`config.mk`:
```
export PLATFORM = sky130hd
export DESIGN_NAME = kv_append_mgr
export DESIGN_NICKNAME = d
export VERILOG_FILES = /design/src/rtl/kv_stage_pkg.sv /design/src/rtl/kv_stage_buf.sv /design/src/rtl/kv_centroid_tab.sv /design/src/rtl/kv_batch_ctrl.sv /design/src/rtl/kv_append_mgr.sv
export SDC_FILE = /design/constraint.sdc
export NUM_CORES = 2
export LEC_CHECK = 0
export BUFFER_PORTS_ARGS = -buffer_cell sky130_fd_sc_hd__buf_2
export CAP_MARGIN = 20
export CORE_MARGIN = 3
export CORE_UTILIZATION = 55
export CTS_CLUSTER_DIAMETER = 40
export DETAILED_ROUTE_END_ITERATION = 10
export PLACE_DENSITY = 0.76
export SYNTH_ARGS = -nofsm -noshare
export SYNTH_HDL_FRONTEND = slang
export SYNTH_SLANG_ARGS = --single-unit
```
`constraint.sdc`:
```
create_clock -name clk -period 5 [get_ports clk]
set_clock_uncertainty 0.1 [all_clocks]
set_input_delay 0 -clock clk [delete_from_list [all_inputs] [get_ports clk]]
set_output_delay 0 -clock clk [all_outputs]
set_load 0.01 [all_outputs]
```
`src/rtl/kv_stage_pkg.sv`:
```
// Package: shared types for the KV batch staging manager.
// Assumes exactly two staging banks used in alternation.
package kv_stage_pkg;
    // Life cycle of one staging bank.
    typedef enum logic [1:0] {
        BK_FREE = 2'd0,   // empty, not receiving
        BK_FILL = 2'd1,   // receiving new entries
        BK_WAIT = 2'd2,   // full, queued for the engine
        BK_BUSY = 2'd3    // being clustered
    } bank_st_t;
endpackage

```
`src/rtl/kv_stage_buf.sv`:
```
// Module: two staging banks of DEPTH entries each.
// One write port selects the bank being filled, and one asynchronous read
// port selects the bank being clustered. Assumes the controller never
// writes the bank the engine is reading.
module kv_stage_buf #(
    parameter int DATA_W = 16,
    parameter int DEPTH  = 64,
    localparam int PTR_W = $clog2(DEPTH)
) (
    input  logic              clk,
    input  logic              we,
    input  logic              wbank,
    input  logic [PTR_W-1:0]  widx,
    input  logic [DATA_W-1:0] wdata,
    input  logic              rbank,
    input  logic [PTR_W-1:0]  ridx,
    output logic [DATA_W-1:0] rdata
);
    logic [DATA_W-1:0] rd_bank [2];

    for (genvar g = 0; g < 2; g++) begin : g_bank
        logic [DATA_W-1:0] mem [DEPTH];

        // Store an accepted entry into this bank.
        always_ff @(posedge clk) begin
            if (we && (wbank == 1'(g)))
                mem[widx] <= wdata;
        end

        assign rd_bank[g] = mem[ridx];
    end

    assign rdata = rd_bank[rbank];
endmodule

```
`src/rtl/kv_centroid_tab.sv`:
```
// Module: per-batch centroid table, written once per finished batch.
// Assumes writes arrive with strictly increasing indices, one per batch.
module kv_centroid_tab #(
    parameter int WORD_W  = 32,
    parameter int BATCHES = 4,
    localparam int BIDX_W = (BATCHES > 1) ? $clog2(BATCHES) : 1
) (
    input  logic              clk,
    input  logic              rst_n,
    input  logic              we,
    input  logic [BIDX_W-1:0] widx,
    input  logic [WORD_W-1:0] wdata,
    input  logic [BIDX_W-1:0] ridx,
    output logic [WORD_W-1:0] rdata
);
    logic [WORD_W-1:0] tab [BATCHES];
    logic [BATCHES-1:0] filled;

    // Clear on reset; record each finished batch's centroid word.
    always_ff @(posedge clk) begin
        if (!rst_n) begin
            for (int i = 0; i < BATCHES; i++) tab[i] <= '0;
            filled <= '0;
        end else if (we) begin
            tab[widx]    <= wdata;
            filled[widx] <= 1'b1;
        end
    end

    assign rdata = tab[ridx];

    // a centroid entry, once written, is never written again.
    assert_entry_immutable_R9: assert property (@(posedge clk) disable iff (!rst_n)
        we |-> !filled[widx]);
endmodule

```
`src/rtl/kv_batch_ctrl.sv`:
```
// Module: bank sequencing, engine handshake, row allocation and counters.
// Assumes eng_done comes only while a batch is busy, and the engine finishes
// before a second waiting batch would be needed.
module kv_batch_ctrl
    import kv_stage_pkg::*;
#(
    parameter int STG_DEPTH = 64,
    parameter int K         = 4,
    parameter int NUM_ROWS  = 16,
    localparam int PTR_W = $clog2(STG_DEPTH),
    localparam int ROW_W = $clog2(NUM_ROWS + 1),
    localparam int UNC_W = $clog2(2 * STG_DEPTH + 1)
) (
    input  logic             clk,
    input  logic             rst_n,
    input  logic             tok_valid,
    input  logic             eng_done,
    output logic             wr_en,
    output logic             wr_bank,
    output logic [PTR_W-1:0] wr_idx,
    output logic             eng_start,
    output logic [ROW_W-1:0] eng_base_row,
    output logic             busy_bank,
    output logic             commit,
    output logic [ROW_W-1:0] cluster_count,
    output logic             overflow,
    output logic [UNC_W-1:0] unclustered
);
    localparam logic [PTR_W-1:0] LAST = PTR_W'(STG_DEPTH - 1);

    bank_st_t         st [2];
    logic             act;
    logic [PTR_W-1:0] wr_ptr;
    logic [ROW_W-1:0] rsv;
    logic [ROW_W-1:0] cnt;
    logic             ovf;
    logic             start_r;
    logic [ROW_W-1:0] base_r;
    logic             bsel;

    logic busy_any, wait_any, wb, accept, fill_last, act_nx, room;
    logic held0, held1;

    // Decode bank states into the decisions for this cycle.
    always_comb begin
        busy_any  = (st[0] == BK_BUSY) || (st[1] == BK_BUSY);
        wait_any  = (st[0] == BK_WAIT) || (st[1] == BK_WAIT);
        wb        = (st[act] == BK_WAIT) ? act : ~act;
        accept    = tok_valid && !ovf && (st[act] == BK_FILL);
        fill_last = accept && (wr_ptr == LAST);
        act_nx    = fill_last ? ~act : act;
        room      = ({1'b0, rsv} + (ROW_W + 1)'(K)) <= (ROW_W + 1)'(NUM_ROWS);
        held0     = (st[0] == BK_WAIT) || (st[0] == BK_BUSY);
        held1     = (st[1] == BK_WAIT) || (st[1] == BK_BUSY);
    end

    // Advance bank states, pointers, row reservation and committed count.
    always_ff @(posedge clk) begin
        if (!rst_n) begin
            st[0]   <= BK_FILL;
            st[1]   <= BK_FREE;
            act     <= 1'b0;
            wr_ptr  <= '0;
            rsv     <= '0;
            cnt     <= '0;
            ovf     <= 1'b0;
            start_r <= 1'b0;
            base_r  <= '0;
            bsel    <= 1'b0;
        end else begin
            start_r <= 1'b0;
            if (accept) begin
                if (fill_last) begin
                    st[act] <= BK_WAIT;
                    wr_ptr  <= '0;
                    act     <= ~act;
                    if (st[~act] == BK_FREE) st[~act] <= BK_FILL;
                end else begin
                    wr_ptr <= wr_ptr + 1'b1;
                end
            end
            if (wait_any && !busy_any && !ovf) begin
                if (room) begin
                    st[wb]  <= BK_BUSY;
                    bsel    <= wb;
                    start_r <= 1'b1;
                    base_r  <= rsv;
                    rsv     <= rsv + ROW_W'(K);
                end else begin
                    ovf <= 1'b1;
                end
            end
            if (eng_done && busy_any) begin
                st[bsel] <= (bsel == act_nx) ? BK_FILL : BK_FREE;
                cnt      <= cnt + ROW_W'(K);
            end
        end
    end

    assign wr_en         = accept;
    assign wr_bank       = act;
    assign wr_idx        = wr_ptr;
    assign eng_start     = start_r;
    assign eng_base_row  = base_r;
    assign busy_bank     = bsel;
    assign commit        = eng_done && busy_any;
    assign cluster_count = cnt;
    assign overflow      = ovf;
    assign unclustered   = UNC_W'(wr_ptr) + (held0 ? UNC_W'(STG_DEPTH) : '0)
                                          + (held1 ? UNC_W'(STG_DEPTH) : '0);

    // the start request is a single-cycle pulse.
    assert_start_single_R3: assert property (@(posedge clk) disable iff (!rst_n)
        start_r |=> !start_r);
    // a started batch always fits inside the row region.
    assert_rows_fit_R4: assert property (@(posedge clk) disable iff (!rst_n)
        start_r |-> ({1'b0, base_r} + (ROW_W + 1)'(K)) <= (ROW_W + 1)'(NUM_ROWS));
    // the committed count moves only after a done handshake.
    assert_count_on_done_R7: assert property (@(posedge clk) disable iff (!rst_n)
        !eng_done |=> $stable(cnt));
    // the engine reports completion only while it holds a batch.
    assert_done_while_busy_R7: assert property (@(posedge clk) disable iff (!rst_n)
        eng_done |-> busy_any);
    // without overflow, the write port never meets a bank that cannot take data.
    assert_no_refused_token_R6: assert property (@(posedge clk) disable iff (!rst_n)
        (tok_valid && !ovf) |-> (st[act] == BK_FILL));
    // never more than two banks' worth of pending entries.
    assert_unclustered_bound_R6: assert property (@(posedge clk) disable iff (!rst_n)
        unclustered <= UNC_W'(2 * STG_DEPTH));
    // overflow is sticky.
    assert_overflow_sticky_R11: assert property (@(posedge clk) disable iff (!rst_n)
        ovf |=> ovf);
    // no batch is started once the region is exhausted.
    assert_no_start_after_ovf_R11: assert property (@(posedge clk) disable iff (!rst_n)
        ovf |-> !start_r);
endmodule

```
`src/rtl/kv_append_mgr.sv`:
```
// Module: top of the append-only KV batch staging manager.
// Wires the staging banks, the batch controller and the centroid table.
// Assumes a well-behaved clustering engine on the start/done handshake.
module kv_append_mgr #(
    parameter int DATA_W    = 16,
    parameter int STG_DEPTH = 64,
    parameter int K         = 4,
    parameter int CEN_W     = 8,
    parameter int NUM_ROWS  = 16,
    localparam int PTR_W   = $clog2(STG_DEPTH),
    localparam int ROW_W   = $clog2(NUM_ROWS + 1),
    localparam int UNC_W   = $clog2(2 * STG_DEPTH + 1),
    localparam int BATCHES = NUM_ROWS / K,
    localparam int BIDX_W  = (BATCHES > 1) ? $clog2(BATCHES) : 1,
    localparam int WORD_W  = K * CEN_W
) (
    input  logic              clk,
    input  logic              rst_n,
    input  logic              tok_valid,
    input  logic [DATA_W-1:0] tok_data,
    output logic [UNC_W-1:0]  unclustered,
    output logic              eng_start,
    output logic [ROW_W-1:0]  eng_base_row,
    input  logic [PTR_W-1:0]  eng_rd_idx,
    output logic [DATA_W-1:0] eng_rd_data,
    input  logic              eng_done,
    input  logic [WORD_W-1:0] eng_centroids,
    output logic [ROW_W-1:0]  cluster_count,
    output logic              overflow,
    input  logic [BIDX_W-1:0] sel_batch,
    output logic [WORD_W-1:0] sel_centroids
);
    logic             wr_en, wr_bank, busy_bank, commit;
    logic [PTR_W-1:0] wr_idx;
    logic [BIDX_W-1:0] tab_widx;

    kv_batch_ctrl #(.STG_DEPTH(STG_DEPTH), .K(K), .NUM_ROWS(NUM_ROWS)) u_ctrl (
        .clk(clk), .rst_n(rst_n), .tok_valid(tok_valid), .eng_done(eng_done),
        .wr_en(wr_en), .wr_bank(wr_bank), .wr_idx(wr_idx),
        .eng_start(eng_start), .eng_base_row(eng_base_row),
        .busy_bank(busy_bank), .commit(commit), .cluster_count(cluster_count),
        .overflow(overflow), .unclustered(unclustered)
    );

    kv_stage_buf #(.DATA_W(DATA_W), .DEPTH(STG_DEPTH)) u_buf (
        .clk(clk), .we(wr_en), .wbank(wr_bank), .widx(wr_idx), .wdata(tok_data),
        .rbank(busy_bank), .ridx(eng_rd_idx), .rdata(eng_rd_data)
    );

    assign tab_widx = BIDX_W'(cluster_count / ROW_W'(K));

    kv_centroid_tab #(.WORD_W(WORD_W), .BATCHES(BATCHES)) u_tab (
        .clk(clk), .rst_n(rst_n), .we(commit), .widx(tab_widx),
        .wdata(eng_centroids), .ridx(sel_batch), .rdata(sel_centroids)
    );
endmodule

```
## Word-level counts from Yosys, hierarchy flattened

Memories as Yosys holds them, arrays and structs flattened. A register that Yosys moved wholly into a read port is not among the register bits.
Index checks and enable logic that the tools add are counted.
Widths: inputs -> output; s select.

| operators by class | value |
|---|---|
| reduce and logical (&&, ||, !) cells | 21 |
| bitwise logic cells | 3 |
| add/subtract/negate cells | 6 |
| order comparisons | 2 |
| muxes and demuxes | 44 |
| equality and inequality tests | 8 |

Operator list:

| operator | number |
|---|---|
| $mux 16 | 3 |
| $mux 1 | 33 |
| $mux 32 | 1 |
| $reduce_or 32->1 | 1 |
| $mux 7 | 2 |
| $add 5x3->5 const B | 2 |
| $eq 2x2->1 const B | 5 |
| $add 6x8->8 | 1 |
| $add 8x8->8 | 1 |
| $logic_and 1x1->1 | 8 |
| $mux 2 | 4 |
| $add 5x3->6 const B | 1 |
| $add 6x1->6 const B | 1 |
| $eq 6x6->1 const B | 1 |
| $le 6x5->1 const B | 1 |
| $mux 6 | 1 |
| $reduce_or 2->1 | 3 |
| $logic_or 1x1->1 | 4 |
| $reduce_and 2->1 | 2 |
| $eq 2x1->1 const B | 1 |
| $ge 2x2->1 const B | 1 |
| $logic_not 1->1 | 2 |
| $logic_not 2->1 | 1 |
| $not 1->1 | 2 |
| 2 further kinds | 2 |

| storage, ports and cells | value |
|---|---|
| bits of input ports | 60 |
| word-level logic and storage cells | 96 |
| memory bits (writable) | 2180 |
| output and inout bits | 68 |
| register bits | 25 |
| memories | 4 |

Memory list:

| memory | words | bits a word | read ports | clocked after Yosys merged registers in | write ports | RTL line | RTL |
|---|---|---|---|---|---|---|---|
| u_buf.g_bank[0].mem | 64 | 16 | 1 | 0 | 1 | kv_stage_buf.sv:22 | `logic [DATA_W-1:0] mem [DEPTH];` |
| u_buf.g_bank[1].mem | 64 | 16 | 1 | 0 | 1 | kv_stage_buf.sv:22 |  |
| u_tab.tab | 4 | 32 | 1 | 0 | 4 | kv_centroid_tab.sv:16 | `logic [WORD_W-1:0] tab [BATCHES];` |
| u_ctrl.st | 2 | 2 | 4 | 1 | 3 | kv_batch_ctrl.sv:31 | `bank_st_t st [2];` |

## Logic depth before layout (Yosys ltp)

| depth | value |
|---|---|
| depth in word-level cells | 10 |
| mapped depth | 7 |

## By module

A second synthesis with hierarchy kept.

| second synthesis, totals | value |
|---|---|
| cells, all modules | 3550 |
| area total of the unflattened synthesis | 85167.9 µm² |

By module, submodules not included:

| module | area an instance (µm²) | seq. area each (µm²) | cells an instance | instances |
|---|---|---|---|---|
| kv_stage_buf | 78226.3 | 61499.0 | 3077 | 1 |
| kv_centroid_tab | 5609.1 | 3843.7 | 323 | 1 |
| kv_batch_ctrl | 1332.5 | 520.5 | 150 | 1 |

## Least setup slack after synthesis

OpenSTA, ideal clock, no wires.

| timing | value |
|---|---|
| kind | reg2reg |
| start point | memory u_ctrl.st[1][1] (netlist bit) |
| end point | memory u_tab.tab[3][0], enable pin |
| path buffers | 0 |
| slack | 1.443 ns |
| period minus slack after synthesis | 3.557 ns |
| stages on the path, launching flop included | 4 |
| arrival time | 2.991 ns |
| path through | edfxtp_1 > a22o_1 > nand2_1 > o21ai_0 |

RTL lines:

| item | RTL line |
|---|---|
| from (decl) | kv_batch_ctrl.sv:31 |
| to (decl) | kv_centroid_tab.sv:16 |

==> results.toml <==
[status]
run_status = "completed"

[floorplan]
die_y_um = 399
ios = 128
rows = 143
coreArea_um2 = 153000
die_w_um = 399
die_area_um2 = 159000
start_util_pct = 55.6

[clocking]
clk_pin_slew_ps = 60
cts.sinks = 2200
cts_made_buffers = 220
clock_latency_ps = 830
cts_tree = "built"
clockBufferDepth = 3
h-tree-depth = 4
cts-resized-gates = 0
holdBufCountCts = 84
root_buffer = "clkbuf_16"
postCtsSetupRepairBufs = 0

[timing]
fin_setup_tns_ps = 0
tightestPinTransition_ps = 1110
fin_crit_sh_pct = 85.3
rsz0062_at_grt = "no"
setup_viol_count_final = 0
hold_viol = 0
slew_headroom_pct = 26.1
drv_slew = 0
fmax_ghz = 0.234
period_minus_slack_ps = 4270

[worst_setup_path]
crit_type = "reg -> reg"
rr_worst_depth = 6
cp_max_fo = 10
cp.required_ps = 5440
crit_arrival_ps = 4710
crit_path_end_kind = "flip-flop"
critPathLaunchType = "flip-flop"

[routing]
drtPass1Iterations = 6
wl_per_cell_um = 34.7
vias_per_cell = 6.73
postRouteAntennaNets = 0
post-route-drc-count = 0
vias = 41700
totalWireLength_um = 215000
drt_iter0_markers = 6461

[cells_and_area]
fin_util_pct = 63.9
stdcell_count = 6191
syn2layout_area_growth_pct = 15.0
nets = 4041
drive_gt1_share_pct = 34.8

[synth]
synth.avg_cell_area_um2 = 24.1
synth_cells = 3519
ys_ff_latch = 2200
ys_top_cells_by_area = "edfxtp_1, mux4_2, and2_1, nor2_1, clkbuf_1"
netlist_top_cells_count = "edfxtp_1, mux4_2, nor2_1"
yosysTopAreaCell = "edfxtp_1"
yosysSeqAreaShare_pct = 77.6
synth_ff_type = "edfxtp_1"
synth_warnings = 0
synth.most_common_cell = "edfxtp_1"
synthArstFlopShare_pct = 0
yosysTopAreaCellShare_pct = 77.1
synth_edf_count = 2180
synth_cell_types = 46
netlist_area_um2 = 84900

[power_and_ir_drop]
total_leakage_power_uw = 0.0311
cellPowerDensity_nw_per_um2 = 401
vdd_ir_drop_max_v = 0.000360

[global_routing]
grt_pass1_vias = 42300
antenna_found_initial = 7
grt_overflow = 0
grt_usage_pct = 27.4
grt_max_degree = 105
grt_pass1_wl_um = 308000

[placed_design]
hpwl_um = 113000
globalplace.congestion = 0.812
portBuffers = 123
dp_cells = 5697

[hold_path]
hold_class = "in -> reg"
whs_path_depth = 2

[job]
max-cap-violations = 0
[path summary, 6_finish.rpt]
check | slack [ps] | end | from
worst max-delay path | 730 | u_buf.g_bank[1].mem[49][3]$_DFFE_PP_ | u_ctrl.st[0][1]$_DFFE_PP_
worst min-delay path | 70 | u_buf.g_bank[0].mem[57][12]$_DFFE_PP_ | tok_data[12]
worst max register to register | 730 | u_buf.g_bank[1].mem[49][3]$_DFFE_PP_ | u_ctrl.st[0][1]$_DFFE_PP_
worst min register to register | 400 | u_ctrl.eng_base_row[3]$_SDFFE_PN0N_ | u_ctrl.eng_base_row[3]$_SDFFE_PN0N_
[per-layer routing]
layer  part of all wire, %  vias to the layer above  wire length (µm)  global-route usage [%]
li1                      -                    16000                 -                       -
met1                    35                    21900             75100                    37.2
met2                    50                     3253            107000                    44.1
met3                    11                      480             23400                    5.55
met4                   4.4                        0              9350                    11.1
met5                     0                        -                 0                       0
[where the power goes]
| part | leakage [µW] | switching [µW] | internal [µW] |
|---|---|---|---|
| sequential | 0.0199 | 37.6 | 20300 |
| combinational | 0.00765 | 1220 | 853 |
| clock | 0.00353 | 7130 | 9570 |
| total | 0.0311 | 8380 | 30800 |
[worst max-delay path: stages (launching register included)]
cell and delay, ps:
edfxtp_1 470, or3b_2 510, a21o_1 330, nor3b_1 910, nand3_1 440, nor2_1 890, buf_4 310
[flip-flops by register name, summed over array words and instances, names as in the netlist, named ones only]
signal,cells
u_buf.g_bank.mem,2048
u_ctrl.busy_bank,1
u_ctrl.cluster_count,3
u_ctrl.eng_base_row,3
u_ctrl.eng_start,1
u_ctrl.overflow,1
u_ctrl.rsv,3
u_ctrl.st,4
u_ctrl.wr_bank,1
u_ctrl.wr_idx,6
u_tab.tab,128
[per-stage QoR]
| step | setup slack, ps | power, µW | hold slack, ps | cell area [µm²] |
|---|---|---|---|---|
| 2_1_floorplan | 1440 | 21900 | -1.13 | 84900 |
| 3_3_place_gp | 850 | 22700 | 207 | 89300 |
| 3_5_place_dp | 717 | 22700 | 210 | 89300 |
| 4_1_cts | 653 | 39300 | 17.7 | 97500 |
| 5_1_grt | 535 | 40100 | 71.5 | 97600 |
| 6_report | 733 | 39200 | 69.3 | 97600 |
[cells in the final DEF (no fill, tap or decap), types with 17 or more instances in the layout]
master,netlist,layout
buf_2,52,103
clkbuf_1,112,43
mux4_2,704,704
inv_6,0,17
bufinv_16,0,26
clkinvlp_4,0,17
clkbuf_16,0,222
nor2_2,0,36
buf_4,5,217
clkinv_1,1,32
dlygate4sd3_1,0,84
edfxtp_1,2180,2180
dfxtp_1,20,20
and2_1,98,98
nor2_1,153,117
buf_12,0,23
nand2_1,19,19
and3_1,36,36
clkinv_2,0,28
[kinds of logic (layout without fill, tap and decap cells)]
| group | after synthesis | count (layout) | synth area share [%] |
|---|---|---|---|
| DFF | 2200 | 2200 | 77.6 |
| AOI/OAI and AO/OA | 27 | 27 | 0.206 |
| buffers and inverters | 204 | 842 | 1.01 |
| xor gates and xnor gates | 8 | 8 | 0.0826 |
| and+or+nand+nor | 351 | 351 | 2.09 |
| muxes | 723 | 723 | 18.9 |
| adders and majority gates | 5 | 5 | 0.0737 |
| other | 1 | 5 | 0.00442 |
[layout make-up]
cell class | instances | area [µm²]
flip-flops and latches | 2200 | 65900
fillers | 9267 | 55000
multi-input cells | 1118 | 18300
clock buffers | 265 | 5720
repair buffers | 434 | 3560
well taps | 2030 | 2540
clock inverters | 141 | 1610
inverters | 2 | 7.51
diodes | 1 | 2.50
(Power assumes the default switching activity.)
